### config.mk
export PLATFORM = sky130hd
export DESIGN_NAME = t1_bitmux_demux
export DESIGN_NICKNAME = d
export VERILOG_FILES = /design/src/rtl/t1_demux_pkg.sv /design/src/rtl/t1_slot_tracker.sv /design/src/rtl/t1_channel_lane.sv /design/src/rtl/t1_bitmux_demux.sv
export SDC_FILE = /design/constraint.sdc
export NUM_CORES = 1
export LEC_CHECK = 0
export ABC_AREA = 1
export BUFFER_PORTS_ARGS = -buffer_cell sky130_fd_sc_hd__buf_2
export CAP_MARGIN = 20
export CELL_PAD_IN_SITES_DETAIL_PLACEMENT = 1
export CELL_PAD_IN_SITES_GLOBAL_PLACEMENT = 1
export CORE_AREA = 10 10 68 70
export DETAILED_ROUTE_END_ITERATION = 8
export DIE_AREA = 0 0 78 80
export PLACE_DENSITY_LB_ADDON = 0.1
export SETUP_SLACK_MARGIN = 0.2
export SLEW_MARGIN = 20
export SYNTH_ARGS = -nofsm -noshare
export SYNTH_HDL_FRONTEND = slang
export SYNTH_SLANG_ARGS = --single-unit
### constraint.sdc
create_clock -name clk -period 2.6 [get_ports clk]
set_input_delay 0.39 -clock clk [delete_from_list [all_inputs] [get_ports clk]]
set_output_delay 0.39 -clock clk [all_outputs]
set_load 0.02 [all_outputs]
### src/rtl/t1_demux_pkg.sv
package t1_demux_pkg;

  typedef enum logic {
    TRK_HUNT   = 1'b0,
    TRK_LOCKED = 1'b1
  } trk_state_e;

  // Slot carrying channel ch when channels occupy every STRIDE-th slot.
  function automatic int unsigned lane_slot(input int unsigned ch,
                                            input int unsigned stride);
    return ch * stride;
  endfunction

endpackage

### src/rtl/t1_slot_tracker.sv
module t1_slot_tracker
  import t1_demux_pkg::*;
#(
  parameter int unsigned SLOTS_PER_BIT = 8,
  parameter int unsigned FRAME_BITS    = 193,
  localparam int unsigned SLOT_W = $clog2(SLOTS_PER_BIT),
  localparam int unsigned BIT_W  = $clog2(FRAME_BITS)
) (
  input  logic              clk,
  input  logic              rst_n,
  input  logic              sync_in,
  output logic [SLOT_W-1:0] cur_slot,
  output logic              cur_frame_bit,
  output logic              active,
  output logic              misalign
);

  localparam logic [SLOT_W-1:0] LAST_SLOT = SLOT_W'(SLOTS_PER_BIT - 1);
  localparam logic [BIT_W-1:0]  LAST_BIT  = BIT_W'(FRAME_BITS - 1);

  trk_state_e        state_q;
  logic [SLOT_W-1:0] slot_q;
  logic [BIT_W-1:0]  bit_q;
  logic [BIT_W-1:0]  cur_bit;
  logic [SLOT_W-1:0] slot_nxt;
  logic [BIT_W-1:0]  bit_nxt;
  logic              off_target;
  logic              mis_q;

  // A sync pulse forces the current slot to position zero of the frame.
  always_comb begin
    cur_slot      = sync_in ? '0 : slot_q;
    cur_bit       = sync_in ? '0 : bit_q;
    cur_frame_bit = (cur_bit == '0);
    active        = (state_q == TRK_LOCKED) || sync_in;
    off_target    = sync_in && (state_q == TRK_LOCKED) &&
                    ((slot_q != '0) || (bit_q != '0));
  end

  always_comb begin
    slot_nxt = (cur_slot == LAST_SLOT) ? '0 : cur_slot + 1'b1;
    bit_nxt  = cur_bit;
    if (cur_slot == LAST_SLOT) begin
      bit_nxt = (cur_bit == LAST_BIT) ? '0 : cur_bit + 1'b1;
    end
  end

  always_ff @(posedge clk or negedge rst_n) begin
    if (!rst_n) begin
      state_q <= TRK_HUNT;
      slot_q  <= '0;
      bit_q   <= '0;
      mis_q   <= 1'b0;
    end else begin
      slot_q <= slot_nxt;
      bit_q  <= bit_nxt;
      if (sync_in) begin
        state_q <= TRK_LOCKED;
      end
      if (off_target) begin
        mis_q <= 1'b1;
      end
    end
  end

  assign misalign = mis_q;

endmodule

### src/rtl/t1_channel_lane.sv
module t1_channel_lane #(
  parameter int unsigned SLOT_W   = 3,
  parameter int unsigned MY_SLOT  = 0
) (
  input  logic              clk,
  input  logic              rst_n,
  input  logic              active,
  input  logic [SLOT_W-1:0] cur_slot,
  input  logic              frame_bit,
  input  logic              ser_data,
  output logic              lane_data,
  output logic              lane_strobe,
  output logic              lane_frame
);

  localparam logic [SLOT_W-1:0] SLOT_ID = SLOT_W'(MY_SLOT);

  logic take;

  assign take = active && (cur_slot == SLOT_ID);

  always_ff @(posedge clk or negedge rst_n) begin
    if (!rst_n) begin
      lane_data   <= 1'b0;
      lane_strobe <= 1'b0;
      lane_frame  <= 1'b0;
    end else begin
      lane_strobe <= take;
      lane_frame  <= take && frame_bit;
      if (take) begin
        lane_data <= ser_data;
      end
    end
  end

endmodule

### src/rtl/t1_bitmux_demux.sv
module t1_bitmux_demux
  import t1_demux_pkg::*;
#(
  parameter int unsigned NUM_CH        = 4,
  parameter int unsigned SLOTS_PER_BIT = 8,
  parameter int unsigned FRAME_BITS    = 193
) (
  input  logic              clk,
  input  logic              rst_n,
  input  logic              ser_data,
  input  logic              ser_sync,
  output logic [NUM_CH-1:0] ch_data,
  output logic [NUM_CH-1:0] ch_strobe,
  output logic [NUM_CH-1:0] ch_frame,
  output logic              misalign
);

  localparam int unsigned SLOT_W = $clog2(SLOTS_PER_BIT);
  localparam int unsigned STRIDE = SLOTS_PER_BIT / NUM_CH;

  logic [SLOT_W-1:0] cur_slot;
  logic              cur_frame_bit;
  logic              active;

  t1_slot_tracker #(
    .SLOTS_PER_BIT (SLOTS_PER_BIT),
    .FRAME_BITS    (FRAME_BITS)
  ) u_tracker (
    .clk           (clk),
    .rst_n         (rst_n),
    .sync_in       (ser_sync),
    .cur_slot      (cur_slot),
    .cur_frame_bit (cur_frame_bit),
    .active        (active),
    .misalign      (misalign)
  );

  for (genvar g = 0; g < NUM_CH; g++) begin : g_lane
    t1_channel_lane #(
      .SLOT_W  (SLOT_W),
      .MY_SLOT (lane_slot(g, STRIDE))
    ) u_lane (
      .clk         (clk),
      .rst_n       (rst_n),
      .active      (active),
      .cur_slot    (cur_slot),
      .frame_bit   (cur_frame_bit),
      .ser_data    (ser_data),
      .lane_data   (ch_data[g]),
      .lane_strobe (ch_strobe[g]),
      .lane_frame  (ch_frame[g])
    );
  end

endmodule

==> impl_table.tex <==
\begin{tabular}{lr}
\hline
Metric & Value \\
\hline
\multicolumn{2}{l}{\textbf{Detailed routing}} \\
Total vias in the final route & around 900 \\
Final wirelength & 2606 um \\
Avg WL per Cell & 13.16 um \\
Length of the first detailed-routing pass in iterations & 4 \\
DR vias/cell & around 4.6 \\
Number of violations reported at the end of detailed-routing iteration 0 & 18 \\
Post-route antenna net violation count & 0 \\
Post-route DRC & 0 \\
\multicolumn{2}{l}{\textbf{Worst setup path}} \\
Worst setup EP type & flip-flop \\
Data arrival time of the critical path & approximately 1.9 ns \\
Largest fanout of any net on the critical path & 10 \\
Delay contributed by the slowest stage of the critical path & 0.26 ns \\
Total buffers and inverters traversed by the critical path & 4 \\
Crit path cell chain & buf\_2 -> inv\_4 -> nand2\_1 -> inv\_1 -> ha\_1 -> ha\_1 -> nand2\_1 -> nor2\_4 -> nand2\_2 -> inv\_1 -> nand3\_1 -> nand2\_1 -> nor2\_1 \\
Most used cell along the critical path & nand2\_1 \\
Slowest library cell on the worst path & ha\_1 \\
Critical Path Source & ser\_sync \\
Crit path max-delay family & simple AND/OR/NAND/NOR gates \\
Critical path class & input pin to flip-flop \\
Crit start category & input pin \\
Worst reg2reg startpoint & u\_tracker.slot\_q[0] \\
Worst Path Required & 2.83 ns \\
\multicolumn{2}{l}{\textbf{Power and ir drop}} \\
Combinational cell fraction of total power & 0.170 \\
VDD IR max & 193.6 uV \\
Internal Dissipation & $\sim$0.52 mW \\
Cell Pwr Density & between 500 and 600 nW/um2 \\
Reg power frac & 0.586 \\
Share of total power in the clock network & 0.244 \\
Total net switching power & 0.2250 mW \\
Leakage power & slightly above 0.8 nW \\
Net switching fraction of the power & 0.3017 \\
\multicolumn{2}{l}{\textbf{Floorplan}} \\
Starting density of the core & 0.3950 \\
Die X-Extent & 78 um \\
Die outline area & around 6200 um2 \\
Core area & $\sim$3300 um2 \\
Placement row count & 21 \\
Die boundary height & 80 um \\
Total I/O pin count & 17 \\
\multicolumn{2}{l}{\textbf{Timing}} \\
Max Fclk & between 500 and 600 MHz \\
Final Hold Fails & 0 \\
Unrepaired setup endpoints after global routing & false \\
Setup TNS after final layout & 0 ns \\
Period utilisation layout & 0.6537 \\
Rel. slew slack & 0.6282 \\
Transition time at the pin with the least slew margin & between 0.5 and 0.6 ns \\
Crit path time final & roughly 1.7 ns \\
Number of pins with negative max-slew slack in the final report & 0 \\
Setup violation total in the final timing report & 0 \\
Worst-case clock skew & $\sim$0.006 ns \\
\multicolumn{2}{l}{\textbf{Clock tree}} \\
Root Buffer Master & clkbuf\_4 \\
Clock sinks & 25 \\
Deepest clock path buffer count & 2 \\
Clock buffers created by TritonCTS & 3 \\
\# hold bufs at CTS & 0 \\
Clock input transition at the sequential cells of the worst setup and hold paths & $\sim$0.15 ns \\
Worst-skew pair later-pin latency & between 0.3 and 0.4 ns \\
Maximum level of the CTS H-tree & 1 \\
Post-CTS Setup Repair Bufs & 0 \\
Number of cells upsized or downsized after cts & 0 \\
TritonCTS clock tree & built \\
\multicolumn{2}{l}{\textbf{Global route}} \\
Global-route usage over all layers & 0.08680 \\
Maximum number of pins on one net before global-route repair & 26 \\
Global-route wire length before repair & roughly 4400 um \\
Vias in the first global route & about 960 \\
Antenna violations before repair & 0 \\
Congestion Overflow GR & 0 \\
\multicolumn{2}{l}{\textbf{Synth}} \\
Number of nets in the synthesized netlist & around 150 \\
Simple logic cell fraction of the synthesized area & 0.2633 \\
Total standard cell area after synthesis & between 1000 and 1500 um2 \\
Complex-gate fraction of the synthesized area & 0.03954 \\
Post-Synthesis Cells & approximately 140 \\
Per-instance average area after synthesis & between 9 and 10 um2 \\
Mux contribution to synthesized area & 0 \\
Post-synthesis xor/xnor area fraction & 0.01350 \\
Number of distinct library cells after synthesis & 21 \\
Post-synthesis sequential element count & 25 \\
Sequential element share of the synthesized area & 0.4822 \\
Synth Area in Adders & 0.05786 \\
Number of warnings issued by yosys & 0 \\
Combinational family with the most area after synthesis & simple AND/OR/NAND/NOR gates \\
\multicolumn{2}{l}{\textbf{Status}} \\
Result of the run & completed \\
\multicolumn{2}{l}{\textbf{Placement}} \\
Post-DP HPWL & 2111 um \\
Placed instance area & roughly 1300 um2 \\
Placer Congestion & 0.8287 \\
Number of input and output port buffers inserted & 16 \\
Number of placed instances with taps included & a little under 200 \\
\multicolumn{2}{l}{\textbf{Final layout}} \\
Most common cell after layout, fill and taps aside & dfrtp\_1 \\
Finished layout cell area & 1375 um2 \\
Number of antenna cells inserted & 0 \\
NumNets Final & between 150 and 200 \\
Area added between synthesis and finish & 5.979\% \\
Layout cell share with drive strength beyond 1 & 0.2500 \\
Commonest cells after routing, fill and taps aside & 25 x dfrtp\_1, 23 x inv\_1, 22 x nand2\_1 \\
Final Instance Count excl. Fillers & just under 200 \\
\multicolumn{2}{l}{\textbf{Hold path}} \\
Worst hold path class & input pin to async pin \\
\multicolumn{2}{l}{\textbf{Flow run}} \\
Maximum Capacitance Violations & 0 \\
\hline
\end{tabular}
-- state kept, by name, summed over array words and instances (netlist names) --
| name | flops |
|---|---|
| u_tracker.bit_q | 8 |
| u_tracker.state_q | 1 |
| g_lane.u_lane.lane_strobe | 4 |
| g_lane.u_lane.lane_frame | 4 |
| g_lane.u_lane.lane_data | 4 |
| u_tracker.misalign | 1 |
| u_tracker.slot_q | 3 |
-- cell families (layout without fill, tap and decap cells) --
family / after synthesis / in the layout
AOI/OAI and AO/OA: 9 / 9
xor gates and xnor gates: 2 / 2
adders and majority gates: 6 / 6
buffers and inverters: 37 / 45
DFF: 25 / 25
and+or+nand+nor: 65 / 65
-- metrics by stage --
stage | total power, mW | utilization | hold slack (ns) | setup slack, ns
2_1_floorplan | 0.5625 | - | 0.09441 | 0.9424
3_3_place_gp | 0.5734 | 0.4095 | 0.4144 | 0.6314
3_5_place_dp | 0.5765 | 0.4095 | 0.4213 | 0.5335
4_1_cts | 0.7599 | 0.4187 | 0.05139 | 0.8912
5_1_grt | 0.7961 | 0.4187 | 0.04394 | 0.7618
6_report | 0.7459 | 0.4187 | 0.03033 | 0.9003
-- synth_stat cells, drive strengths merged --
master / number / share of area
nand3b: 1 / 0.0058
ha: 6 / 0.058
o21bai: 1 / 0.0087
dfrtp: 25 / 0.48
xor2: 2 / 0.014
a21oi: 2 / 0.0077
nor2: 20 / 0.083
o21ai: 6 / 0.023
inv: 25 / 0.074
buf: 12 / 0.069
nor3: 2 / 0.012
nand2: 31 / 0.12
nand3: 9 / 0.035
nand4: 2 / 0.0096
-- worst paths after layout --
kind                            cells past startpoint                   to  slack [ns]
worst max-delay path                               13   u_tracker.bit_q[6]        0.90
worst min-delay path                                1   u_tracker.misalign        0.03
worst max register to register                     11   u_tracker.bit_q[6]        0.92
worst min register to register                      1  u_tracker.slot_q[0]        0.47
max in group asynchronous                           1   u_tracker.bit_q[2]        2.20
min in group clk                                    3   u_tracker.misalign        0.38
-- layer usage --
| metal | vias to the layer above | global-route usage | part of all wire |
|---|---|---|---|
| li1 | 447 | - | - |
| met1 | 437 | 0.09902 | 0.45 |
| met2 | 15 | 0.1509 | 0.47 |
| met3 | 2 | 0.02928 | 0.069 |
| met4 | 0 | 0.02509 | 0.0084 |
| met5 | - | 0 | 0 |
-- power groups by stage --
| stage | Combinational [mW] | Sequential, mW | Clock (mW) |
|---|---|---|---|
| floorplan | 0.120 | 0.443 | 0 |
| global placement | 0.129 | 0.444 | 0 |
| detailed placement | 0.131 | 0.445 | 0 |
| CTS | 0.131 | 0.438 | 0.191 |
| global route | 0.142 | 0.441 | 0.213 |
| finish | 0.127 | 0.437 | 0.182 |
-- cell type report --
cell class,instances,area [um2]
clock inverters,1,7.507
repair buffers,16,80.08
fillers,394,1909
clock buffers,3,22.52
multi-input cells,82,485.5
well taps,46,57.56
inverters,25,96.34
flip-flops and latches,25,625.6
Power figures use the tool's default switching activity.
